<file path="src/rtl/strap_pkg.sv">
package strap_pkg;
   // Layout of the strap vector: code bits low, then mode, then supply.
   function automatic int unsigned mode_pos(input int unsigned fs_w);
      return fs_w;
   endfunction

   function automatic int unsigned supply_pos(input int unsigned fs_w);
      return fs_w + 1;
   endfunction

   function automatic int unsigned pad_width(input int unsigned fs_w);
      return fs_w + 2;
   endfunction
endpackage

</file>
<file path="src/rtl/strap_latch.sv">
module strap_latch #(
   parameter int unsigned W = 5
) (
   input  logic         clk,
   input  logic         por_n,
   input  logic [W-1:0] pad_in,
   output logic [W-1:0] strap_q
);
   generate
      if (W < 3) begin : g_bad_w
         $error("strap_latch: W must be at least 3");
      end
   endgenerate

   // Track the pads on every edge of reset; freeze once reset is gone.
   always_ff @(posedge clk) begin
      if (!por_n) strap_q <= pad_in;
   end
endmodule

</file>
<file path="src/rtl/pad_oe_ctrl.sv">
module pad_oe_ctrl #(
   parameter int unsigned PAD_W  = 5,
   parameter int unsigned STOP_W = 2
) (
   input  logic              clk,
   input  logic              por_n,
   input  logic              desktop,
   output logic [PAD_W-1:0]  pad_oe,
   output logic [STOP_W-1:0] stop_oe
);
   logic drive_q;

   generate
      if (STOP_W < 1) begin : g_bad_stop
         $error("pad_oe_ctrl: STOP_W must be at least 1");
      end
   endgenerate

   always_ff @(posedge clk or negedge por_n) begin
      if (!por_n) drive_q <= 1'b0;
      else        drive_q <= 1'b1;
   end

   assign pad_oe  = {PAD_W{drive_q}};
   assign stop_oe = {STOP_W{drive_q & desktop}};
endmodule

</file>
<file path="src/rtl/freq_select.sv">
module freq_select #(
   parameter int unsigned FS_W      = 3,
   parameter bit          RB_INVERT = 1'b1
) (
   input  logic [FS_W-1:0] strap_fs,
   input  logic            src_sw,
   input  logic [FS_W-1:0] sw_fs,
   output logic [FS_W-1:0] code,
   output logic [FS_W-1:0] readback
);
   generate
      if (FS_W < 1 || FS_W > 8) begin : g_bad_fs
         $error("freq_select: FS_W out of range");
      end
      if (RB_INVERT) begin : g_rb_inv
         assign readback = ~strap_fs;
      end else begin : g_rb_dir
         assign readback = strap_fs;
      end
   endgenerate

   always_comb begin
      code = src_sw ? sw_fs : strap_fs;
   end
endmodule

</file>
<file path="src/rtl/boot_strap_select.sv">
module boot_strap_select #(
   parameter int unsigned FS_W   = 3,
   parameter int unsigned STOP_W = 2
) (
   input  logic              clk,
   input  logic              por_n,
   input  logic [FS_W+1:0]   pad_in,
   input  logic              cfg_src_sw,
   input  logic [FS_W-1:0]   cfg_freq_sw,
   output logic [FS_W+1:0]   pad_oe,
   output logic [STOP_W-1:0] stop_pin_oe,
   output logic [FS_W-1:0]   freq_code,
   output logic [FS_W-1:0]   fs_rb_n,
   output logic              desktop_mode,
   output logic              cpu_lowv
);
   import strap_pkg::*;

   localparam int unsigned PAD_W = pad_width(FS_W);
   localparam int unsigned M_POS = mode_pos(FS_W);
   localparam int unsigned S_POS = supply_pos(FS_W);

   logic [PAD_W-1:0] strap_q;

   strap_latch #(.W(PAD_W)) u_latch (
      .clk     (clk),
      .por_n   (por_n),
      .pad_in  (pad_in),
      .strap_q (strap_q)
   );

   assign desktop_mode = strap_q[M_POS];
   assign cpu_lowv     = strap_q[S_POS];

   pad_oe_ctrl #(.PAD_W(PAD_W), .STOP_W(STOP_W)) u_oe (
      .clk     (clk),
      .por_n   (por_n),
      .desktop (strap_q[M_POS]),
      .pad_oe  (pad_oe),
      .stop_oe (stop_pin_oe)
   );

   freq_select #(.FS_W(FS_W), .RB_INVERT(1'b1)) u_fsel (
      .strap_fs (strap_q[FS_W-1:0]),
      .src_sw   (cfg_src_sw),
      .sw_fs    (cfg_freq_sw),
      .code     (freq_code),
      .readback (fs_rb_n)
   );
endmodule

</file>
<file path="config.mk">
export PLATFORM = sky130hd
export DESIGN_NAME = boot_strap_select
export DESIGN_NICKNAME = d
export VERILOG_FILES = /design/src/rtl/strap_pkg.sv /design/src/rtl/strap_latch.sv /design/src/rtl/pad_oe_ctrl.sv /design/src/rtl/freq_select.sv /design/src/rtl/boot_strap_select.sv
export SDC_FILE = /design/constraint.sdc
export NUM_CORES = 1
export LEC_CHECK = 0
export BUFFER_PORTS_ARGS = -buffer_cell sky130_fd_sc_hd__buf_2
export CORE_AREA = 4 4 41 43
export CTS_CLUSTER_SIZE = 25
export DETAILED_ROUTE_END_ITERATION = 8
export DIE_AREA = 0 0 45 47
export SYNTH_ARGS = -nofsm -noshare
export SYNTH_HDL_FRONTEND = slang
export SYNTH_SLANG_ARGS = --single-unit
</file>
<file path="constraint.sdc">
create_clock -name clk -period 0.8 [get_ports clk]
set_clock_uncertainty 0.05 [all_clocks]
set_input_delay 0 -clock clk [delete_from_list [all_inputs] [get_ports clk]]
set_output_delay 0 -clock clk [all_outputs]
set_load 0.03 [all_outputs]
</file>
# After elaboration in Yosys (flattened, before gate mapping)
# Index checks and enable logic that the tools add are counted.
# totals
inputBits	11
out_inout_bits	15
ff_bits	6
# op_classes
muxes	1
bitwise	2
# op_table
operator	count
$mux 3	1
$not 3->3	1
$and 1x1->1	1

# Logic depth before layout (Yosys ltp)
# Gate-level depths: netlist of run 1.
# depth
depth_word	1
mapped_depth	2
depth_no_buf	1

# By module
# Synthesis of run 1 repeated with hierarchy kept, for this count alone.
# hier_totals
hier_cells	21
area_unflattened_um2	279.0
# by_module_without_submodules
module	cells_per_inst	area_each_um2	n_inst	seq_area_each_um2
strap_latch	6	153.9	1	150.1
pad_oe_ctrl	9	80.1	1	25.0
freq_select	6	45.0	1	0.0

# Worst setup path before layout of run 1
# No wires, ideal clock.
# synth_timing
kind	reg2out
startpoint	reg u_latch.strap_q[3]
endpoint	out stop_pin_oe[1]
arrival_time_ns	1.087
setup_slack_ns	-0.337
t_required_ns	0.750
stages_incl_launch_ff	3
n_path_buf	1
path_cell_list	edfxtp_1 -> and2_1 -> buf_4
# synth_between
elab_chain_len	1
# synth_rtl
item	line	text
from (decl)	strap_latch.sv:7	output logic [W-1:0] strap_q
from (signal assigned)	strap_latch.sv:17	if (!por_n) strap_q <= pad_in;
$and 1x1->1	pad_oe_ctrl.sv:25	assign stop_oe = {STOP_W{drive_q & desktop}};
to (decl)	boot_strap_select.sv:11	output logic [STOP_W-1:0] stop_pin_oe,
# Every way passes these cells.

# Worst setup path in the final report of run 1
# layout_timing
startpoint	reg u_latch.strap_q[1]
endpoint	out freq_code[1]
# layout_between
elab_chain_len	1
# layout_rtl
item	line	text
$mux 3	freq_select.sv:23	code = src_sw ? sw_fs : strap_fs;
to (decl)	boot_strap_select.sv:12	output logic [FS_W-1:0] freq_code,
# Every way passes these cells.

==> flow_metrics.env, run 1 <==
export IMPL_status="finished, violations left"
export IMPL_violations_in_the_final_reports="negative setup slack"
export IMPL_synthDominantAreaCellType="edfxtp_1"
export IMPL_setup_repair_after_global_routing_missed_its_margin="true"
export IMPL_syn_cell_area_sq_um=279
export IMPL_worst_path_largest_cell_delay_ns=0.40
export IMPL_cts_tree="done"
export IMPL_numPlacedInstances=55
export IMPL_final_setup_worst_slack_ns=-0.324
export IMPL_via_per_inst=3.83
export IMPL_yosys_area_share_simple_pct=2.24
export IMPL_ys_warnings_count=0
export IMPL_p_per_area_mw_per_mm2=1700
export IMPL_worst_setup_path_type="reg2out"
export IMPL_slowest_stage="edfxtp_1"
export IMPL_synth_most_common_cell="buf_4"
export IMPL_num_nets_final=67
export IMPL_via_count_of_the_first_global_routing_pass=313
export IMPL_synth_mux_area_share_pct=12.1
export IMPL_routabilityCongestion=0.653
export IMPL_drcViolationCount=0
export IMPL_drive_gt1_share_pct=70.9
export IMPL_main_combinational_cell_family_by_area_after_synthesis="buffers and inverters"
export IMPL_irDropWorstVdd_mv=1.04
export IMPL_synth_seq_cells=6
export IMPL_seq_area_frac_synth_pct=62.8
export IMPL_die_w_um=45
export IMPL_grt_remaining_overflow=0
export IMPL_worst_endpoint_arrival_ns=1.07
export IMPL_worst_setup_path_end_kind="output port"
export IMPL_fillCellCount=114
export IMPL_worst_hold_path_type="in2async"
export IMPL_largest_net_degree_at_the_start_of_global_routing=6
export IMPL_hpwl_dp_um=476
export IMPL_die_area_sq_mm=0.00212
export IMPL_yosys_area_share_xor_xnor_pct=0
export IMPL_setup_tns_ns=-2.89
export IMPL_synthesis_area_per_instance_sq_um=13.3
export IMPL_compound_gate_fraction_of_synth_area_pct=0
export IMPL_clkTransAtPathRegs_ns=0.05
export IMPL_io_buffer_count=25
export IMPL_critical_path_peak_fanout=2
export IMPL_initial_utilization_pct=21.4
export IMPL_drt_first_pass_iters=2
export IMPL_async_reset_ff_share_pct=16.7
export IMPL_antenna_found_initial=0
export IMPL_finalHoldViolations=0
export IMPL_groute_usage_overall_pct=9.55
export IMPL_timing_critical_path_cells="mux2_4 -> buf_6"
export IMPL_setup_viol=15
export IMPL_cts_htree_levels=1
export IMPL_min_period_ns=1.12
export IMPL_initialDrtViolationCount=1
export IMPL_die_height_um=47
export IMPL_clock_sink_count=6
export IMPL_max_cap_violations=0
export IMPL_final_cells=70
export IMPL_synth_fa_ha_area_share_pct=0
export IMPL_layout_worst_path_cycle_share_pct=140
export IMPL_design_core_area_sq_mm=0.00130
export IMPL_postSynthCellCount=21
export IMPL_synth_ff_type="edfxtp_1"
export IMPL_num_vias=268
export IMPL_fp_row_count=13
export IMPL_start_kind="flip-flop"
export IMPL_synth_distinct_cells=7
export IMPL_achievable_frequency_mhz=890
export IMPL_grt_pass1_wl_um=1330
export IMPL_timing_final_max_slew_violations=0
export IMPL_ant_nets=0
export IMPL_synthDominantCellAreaShare_pct=53.8
export IMPL_wl_per_cell_um=11.4
export IMPL_areaGrowthSynthToFinish_pct=121
export IMPL_cts_buffers=3
export IMPL_design_area_sq_um=617
export IMPL_floorplan_io_pins=26
export IMPL_synth_cells_most_frequent="buf_4 (6), edfxtp_1 (5), inv_1 (4)"
export IMPL_cts_buffer_depth=2
export IMPL_p_leak_uw=0.000306
export IMPL_synthesis_nets=32
export IMPL_number_of_diodes_added_for_antenna_fixing=0
export IMPL_post_synth_main_area_contributors="edfxtp_1 (54%), buf_4 (16%), mux2_2 (12%)"
export IMPL_totalWireLength_um=801
export IMPL_required_ns=0.75
export IMPL_detailed_place_area_sq_um=380
export IMPL_cts_root_buf="clkbuf_4"
export IMPL_synth_enable_flop_cells=5
flip-flops by register name, indices dropped and copies added (netlist names):
register	flops
u_oe.drive_q	1
u_latch.strap_q	5
worst max-delay path, delay by kind of cell (launching register included):
kind	cells	cell delay, ns
buf+inv	1	0.14
flops	1	0.40
mux	1	0.29
layout make-up:
| class | count | area [sq um] | share of cell area (%) |
|---|---|---|---|
| timing repair buffer | 36 | 328 | 53.1 |
| sequential | 6 | 175 | 28.4 |
| clock buffer | 4 | 26.3 | 4.26 |
| inverter | 4 | 15.0 | 2.43 |
| multi-input combinational | 5 | 53.8 | 8.72 |
| tap | 15 | 18.8 | 3.04 |
worst paths after layout:
check                                                to                         start  slack (ns)
worst max-delay path                       freq_code[1]  u_latch.strap_q[1]$_DFFE_PN_       -0.32
worst min-delay path             u_oe.drive_q$_DFF_PN0_                         por_n        0.02
max in group asynchronous        u_oe.drive_q$_DFF_PN0_                         por_n        0.58
min in group clk           u_latch.strap_q[2]$_DFFE_PN_                         por_n        0.07
through the flow:
step | setup slack, ns | hold WS [ns] | util, % | power (uW)
3_5_place_dp | -0.0672 | -0.265 | 29.2 | 604
4_1_cts | -0.307 | 0.00714 | 46.0 | 1030
2_1_floorplan | -0.164 | -0.346 | - | 550
3_3_place_gp | -0.0618 | -0.264 | 29.2 | 602
5_1_grt | -0.366 | 0.0285 | 47.4 | 1100
6_report | -0.324 | 0.0199 | 47.4 | 1050
routing by layer:
metal | up-vias | wire [um] | global-route usage (%)
li1 | 126 | - | -
met1 | 122 | 214 | 6.28
met2 | 18 | 510 | 20.9
met3 | 2 | 60 | 1.53
met4 | 0 | 14 | 8.77
met5 | - | 0 | 0
placed cells by master, fill, tap and decap left out, drive strengths merged:
cell type    netlist  routed
and2               1       1
dfrtp              1       1
edfxtp             5       5
buf                6      30
inv                4       4
conb               1       1
mux2               3       3
dlygate4sd3        0       6
clkbuf             0       4
cells by family (layout without fill, tap and decap cells):
family,count (synthesis),after routing
AND/OR/NAND/NOR,1,1
flip-flops,6,6
other,1,1
buffers and inverters,10,44
multiplexers,3,3
what timing repair did:
item                                    CTS  global route
resized for setup                        34             3
endpoints found under the setup margin   15            15
hold buffers                              6             0
endpoints found under the hold margin     6             0
buffers inserted                          4             1
power breakdown:
part           internal [uW]  switching (uW)  leakage (uW)
Sequential               366            14.4     0.0000606
Clock                    189             118     0.0000150
Combinational            184             175      0.000230
No activity file was read; power rests on OpenSTA's default activity.
==> inputs of run 2 (changes only) <==
--- a/config.mk
+++ b/config.mk
@@ -5,6 +5,7 @@
 export SDC_FILE = /design/constraint.sdc
 export NUM_CORES = 1
 export LEC_CHECK = 0
+export ABC_AREA = 1
 export BUFFER_PORTS_ARGS = -buffer_cell sky130_fd_sc_hd__buf_2
 export CORE_AREA = 4 4 41 43
 export CTS_CLUSTER_SIZE = 25
==> flow_metrics.env, run 2 <==
export IMPL_cts_buffer_depth=2
export IMPL_areaGrowthSynthToFinish_pct=93.0
export IMPL_synthDominantAreaCellType="edfxtp_1"
export IMPL_synth_seq_cells=6
export IMPL_fillCellCount=139
export IMPL_seq_area_frac_synth_pct=61.7
export IMPL_registers_top_by_ff_count="u_latch.strap_q"
export IMPL_worst_setup_path_end_kind="output port"
export IMPL_synth_ff_type="edfxtp_1"
export IMPL_synthDominantCellAreaShare_pct=52.9
export IMPL_finalHoldViolations=0
export IMPL_cts_root_buf="clkbuf_4"
export IMPL_start_kind="flip-flop"
export IMPL_achievable_frequency_mhz=1030
export IMPL_irDropWorstVdd_mv=0.877
export IMPL_final_setup_worst_slack_ns=-0.175
export IMPL_cts_tree="done"
export IMPL_via_count_of_the_first_global_routing_pass=302
export IMPL_critical_path_top_delay_family="flip-flops"
export IMPL_hpwl_dp_um=480
export IMPL_synthesis_nets=40
export IMPL_critical_path_depth_in_cells=2
export IMPL_worst_hold_path_type="in2async"
export IMPL_drcViolationCount=0
export IMPL_setup_viol=15
export IMPL_p_per_area_mw_per_mm2=1800
export IMPL_drive_gt1_share_pct=55.9
export IMPL_multi_input_comb_area_sq_um=43.8
export IMPL_routabilityCongestion=0.652
export IMPL_setup_repair_after_global_routing_missed_its_margin="true"
export IMPL_post_synth_main_area_contributors="edfxtp_1 (53%), buf_4 (16%), nand2_1 (13%)"
export IMPL_violations_in_the_final_reports="negative setup slack"
export IMPL_initialDrtViolationCount=1
export IMPL_floorplan_io_pins=26
export IMPL_synth_most_common_cell="nand2_1"
export IMPL_via_per_inst=3.81
export IMPL_num_nets_final=71
export IMPL_num_vias=282
export IMPL_largest_net_degree_at_the_start_of_global_routing=7
export IMPL_layout_top_registers="u_latch.strap_q x5, u_oe.drive_q x1"
export IMPL_timing_final_max_slew_violations=0
export IMPL_async_reset_ff_share_pct=16.7
export IMPL_design_area_sq_um=548
export IMPL_drt_first_pass_iters=2
export IMPL_grt_pass1_wl_um=1170
export IMPL_number_of_diodes_added_for_antenna_fixing=0
export IMPL_regArea_sq_um=175
export IMPL_totalWireLength_um=732
export IMPL_fp_row_count=13
export IMPL_ys_warnings_count=0
export IMPL_antenna_found_initial=0
export IMPL_detailed_place_area_sq_um=383
export IMPL_postSynthCellCount=29
export IMPL_die_w_um=45
export IMPL_post_route_util_pct=42.1
export IMPL_design_core_area_sq_mm=0.00130
export IMPL_largest_reg_flops=5
export IMPL_worst_path_largest_cell_delay_ns=0.41
export IMPL_clock_sink_count=6
export IMPL_final_cell_mix="buf_2 (14), buf_6 (11), nand2_1 (9)"
export IMPL_grt_remaining_overflow=0
export IMPL_initial_utilization_pct=21.8
export IMPL_wl_per_cell_um=9.89
export IMPL_die_height_um=47
export IMPL_synthesis_area_per_instance_sq_um=9.79
export IMPL_cts_buffers=3
export IMPL_slowest_stage="dfrtp_1"
export IMPL_synth_enable_flop_cells=5
export IMPL_final_common_cell="buf_2"
export IMPL_cts_htree_levels=1
export IMPL_groute_usage_overall_pct=8.45
export IMPL_syn_cell_area_sq_um=284
export IMPL_synth_cells_most_frequent="nand2_1 (10), buf_4 (6), edfxtp_1 (5), inv_1 (5)"
export IMPL_ant_nets=0
export IMPL_clkTransAtPathRegs_ns=0.04
export IMPL_critical_path_peak_fanout=6
export IMPL_max_cap_violations=0
export IMPL_io_buffer_count=25
export IMPL_finalPower_uw=985
export IMPL_status="finished, violations left"
export IMPL_min_period_ns=0.975
export IMPL_synth_distinct_cells=7
export IMPL_p_leak_uw=0.000289
export IMPL_worst_setup_path_type="reg2out"
export IMPL_die_area_sq_mm=0.00212
export IMPL_cp_num_buf_inv=2
export IMPL_worst_endpoint_arrival_ns=0.93
export IMPL_required_ns=0.75
export IMPL_layout_worst_path_cycle_share_pct=122
export IMPL_timing_critical_path_cells="buf_4 -> buf_6"
-- run 2: final cells by class --
class / instances / share of cell area, %
multi-input cells: 11 / 7.99
inverters: 6 / 4.11
repair buffers: 32 / 47.7
clock buffers: 4 / 4.79
well taps: 15 / 3.42
flip-flops and latches: 6 / 32.0
-- run 2: logic make-up after synthesis --
kind of cell | share of synthesized area, %
buffers and inverters | 23.8
and+or+nand+nor | 13.2
DFF | 61.7
other | 1.32
-- run 2: metal layers --
| layer | share of wire (%) | up-vias | GRT usage, % |
|---|---|---|---|
| met5 | 0 | - | 0 |
| met4 | 2.5 | 0 | 8.77 |
| met3 | 2.9 | 2 | 2.30 |
| met2 | 63 | 12 | 14.7 |
| met1 | 31 | 130 | 7.71 |
| li1 | - | 138 | - |
-- run 2: power breakdown --
part / internal [uW] / total, uW / leakage [uW] / switching (uW)
sequential: 367 / 381 / 0.0000606 / 14.3
clock: 189 / 300 / 0.0000150 / 111
combinational: 134 / 304 / 0.000214 / 170
total: 690 / 985 / 0.000289 / 295
-- run 2: worst max-delay path by stage --
stage                endpoint                    startpoint  slack, ns
6_report            pad_oe[1]        u_oe.drive_q$_DFF_PN0_      -0.18
2_1_floorplan  stop_pin_oe[1]  u_latch.strap_q[3]$_DFFE_PN_      -0.16
4_1_cts        stop_pin_oe[1]        u_oe.drive_q$_DFF_PN0_      -0.17
5_1_grt        stop_pin_oe[1]        u_oe.drive_q$_DFF_PN0_      -0.22
3_3_place_gp   stop_pin_oe[1]        u_oe.drive_q$_DFF_PN0_       0.07
3_5_place_dp   stop_pin_oe[1]        u_oe.drive_q$_DFF_PN0_       0.05
-- run 2: metrics by stage --
stage	worst slack (ns)	instances	hold WS [ns]	TNS [ns]
2_1_floorplan	-0.158	29	-0.346	-0.161
3_3_place_gp	0.0676	63	-0.265	0
3_5_place_dp	0.0510	63	-0.264	0
4_1_cts	-0.173	73	0.00625	-1.74
5_1_grt	-0.225	74	0.00606	-2.46
6_report	-0.175	74	0.0127	-1.72
-- run 2: timing repair --
action / CTS / global route
gates cloned: 0 / 0
hold endpoints to repair: 6 / 0
setup endpoints to repair: 15 / 15
hold buffers: 6 / 0
pin swaps: 4 / 2
resized for setup: 20 / 5
setup buffers: 0 / 1
==> inputs of run 3 (changes only) <==
--- a/config.mk
+++ b/config.mk
@@ -11,6 +11,8 @@
 export CTS_CLUSTER_SIZE = 25
 export DETAILED_ROUTE_END_ITERATION = 8
 export DIE_AREA = 0 0 45 47
+export PLACE_DENSITY_LB_ADDON = 0.08
+export SLEW_MARGIN = 0
 export SYNTH_ARGS = -nofsm -noshare
 export SYNTH_HDL_FRONTEND = slang
 export SYNTH_SLANG_ARGS = --single-unit
==> constraint.sdc (replaced) <==
create_clock -name clk -period 0.8 [get_ports clk]
set_clock_uncertainty 0.05 [all_clocks]
set_input_delay 0.24 -clock clk [delete_from_list [all_inputs] [get_ports clk]]
set_output_delay 0.24 -clock clk [all_outputs]
set_load 0.03 [all_outputs]
==> flow_metrics.env, run 3 (same netlist as run 2, synthesis figures left out) <==
export IMPL_largest_net_degree_at_the_start_of_global_routing=7
export IMPL_final_cells=69
export IMPL_worst_endpoint_arrival_ns=0.94
export IMPL_via_count_of_the_first_global_routing_pass=244
export IMPL_worst_hold_path_type="in2reg"
export IMPL_switching_share_pct=30.3
export IMPL_min_delay_start="pad_in[1]"
export IMPL_number_of_diodes_added_for_antenna_fixing=0
export IMPL_p_per_area_mw_per_mm2=1820
export IMPL_start_kind="flip-flop"
export IMPL_whs_path_depth=1
export IMPL_max_cap_violations=0
export IMPL_setup_repair_after_global_routing_missed_its_margin="true"
export IMPL_numPlacedInstances=64
export IMPL_initialDrtViolationCount=2
export IMPL_cts_root_buf="clkbuf_4"
export IMPL_grt_pass1_wl_um=917
export IMPL_areaGrowthSynthToFinish_pct=92.5
export IMPL_intPower_uw=692
export IMPL_setup_tns_ns=-5.40
export IMPL_drt_first_pass_iters=3
export IMPL_die_w_um=45
export IMPL_routabilityCongestion=0.718
export IMPL_status="finished, violations left"
export IMPL_registers_top_by_ff_count="u_latch.strap_q"
export IMPL_drive_gt1_share_pct=77.8
export IMPL_hold_path_endpoint="u_latch.strap_q[1]$_DFFE_PN_"
export IMPL_wl_per_cell_um=9.51
export IMPL_cts_htree_levels=1
export IMPL_totalWireLength_um=656
export IMPL_fp_row_count=13
export IMPL_io_buffer_count=25
export IMPL_pwr_share_clk_pct=29.6
export IMPL_layout_worst_path_cycle_share_pct=154
export IMPL_cts_buffers=3
export IMPL_finalHoldViolations=0
export IMPL_clkTransAtPathRegs_ns=0.05
export IMPL_ant_nets=0
export IMPL_die_area_sq_mm=0.00212
export IMPL_critical_path_peak_fanout=2
export IMPL_num_vias=270
export IMPL_hpwl_dp_um=527
export IMPL_design_core_area_sq_mm=0.00130
export IMPL_worst_setup_path_end_kind="output port"
export IMPL_drcViolationCount=0
export IMPL_post_cts_setup_buffers=0
export IMPL_post_route_util_pct=42.0
export IMPL_violations_in_the_final_reports="negative setup slack"
export IMPL_preCtsSetupSlack_ns=-0.250
export IMPL_setup_viol=15
export IMPL_antenna_found_initial=0
export IMPL_grt_remaining_overflow=0
export IMPL_layout_top_registers="u_latch.strap_q x5, u_oe.drive_q x1"
export IMPL_required_ns=0.51
export IMPL_seq_power_share_pct=39.2
export IMPL_final_common_cell="buf_6"
export IMPL_initial_utilization_pct=21.8
export IMPL_min_period_ns=1.23
export IMPL_final_setup_worst_slack_ns=-0.433
export IMPL_groute_usage_overall_pct=6.36
export IMPL_cts_buffer_depth=2
export IMPL_num_nets_final=66
export IMPL_worst_setup_path_type="reg2out"
export IMPL_floorplan_io_pins=26
export IMPL_power_frac_comb_pct=31.3
export IMPL_cts_tree="done"
export IMPL_p_leak_uw=0.000278
export IMPL_irDropWorstVdd_mv=0.648
export IMPL_timing_final_max_slew_violations=0
export IMPL_achievable_frequency_mhz=811
export IMPL_largest_reg_flops=5
export IMPL_p_switching_uw=300
export IMPL_final_cell_mix="buf_6 (13), buf_2 (10), inv_2 (5), edfxtp_1 (5), nand2_2 (4)"
export IMPL_via_per_inst=3.91
export IMPL_die_height_um=47
export IMPL_clock_sink_count=6
==> run 3: cell count changes in the layout (fill, tap and decap cells not counted), moves of 3 or more <==
cell and delta:
dlygate4sd3_1 -5, buf_2 -4, nand2_2 +3, nand2_1 -6, nand2_4 +3
==> run 3: metrics by stage <==
stage / power, uW / instance area, sq um / hold slack (ns)
5_1_grt: 1040 / 547 / 0.113
3_5_place_dp: 631 / 422 / 0.0670
6_report: 992 / 547 / 0.121
3_3_place_gp: 628 / 422 / 0.0669
2_1_floorplan: 581 / 338 / -0.106
4_1_cts: 1010 / 544 / 0.110
==> run 3: power groups by stage <==
| stage | logic, uW | clock network (uW) | registers, uW |
|---|---|---|---|
| floorplan | 175 | 0 | 406 |
| global placement | 239 | 0 | 388 |
| detailed placement | 242 | 0 | 389 |
| CTS | 313 | 314 | 388 |
| global route | 328 | 323 | 392 |
| finish | 310 | 293 | 389 |
==> run 3: worst max-delay path by stage <==
| stage | slack, ns | start | cells past startpoint | endpoint |
|---|---|---|---|---|
| 2_1_floorplan | -0.40 | u_latch.strap_q[3]$_DFFE_PN_ | 3 | stop_pin_oe[1] |
| 3_3_place_gp | -0.23 | cfg_src_sw | 5 | freq_code[1] |
| 4_1_cts | -0.45 | u_latch.strap_q[2]$_DFFE_PN_ | 3 | freq_code[2] |
| 6_report | -0.43 | u_latch.strap_q[1]$_DFFE_PN_ | 3 | freq_code[1] |
| 3_5_place_dp | -0.25 | cfg_src_sw | 5 | freq_code[2] |
| 5_1_grt | -0.47 | u_oe.drive_q$_DFF_PN0_ | 3 | stop_pin_oe[0] |
==> run 3: worst max-delay path, stage by stage (launching register included) <==
cell	delay [ns]
edfxtp_1	0.42
nand2_2	0.11
nand2_4	0.04
buf_6	0.13
==> run 3: what timing repair did <==
item | in CTS | in global routing
endpoints found under the hold margin | 1 | 0
hold buffers | 1 | 0
endpoints found under the setup margin | 15 | 15
pin swaps | 4 | 3
gates resized for setup | 28 | 1
==> run 3: cell type report <==
type / count / area (sq um)
timing repair buffer: 27 / 229
fill: 133 / 754
clock buffer: 4 / 26.3
multi-input combinational: 11 / 73.8
inverter: 6 / 22.5
tap: 15 / 18.8
sequential: 6 / 176
==> run 3: metal layers <==
layer  global-route usage, %  wire, um
met1                    5.56       192
met2                    11.0       357
met3                    1.92       106
met4                    7.02         0
met5                       0         0
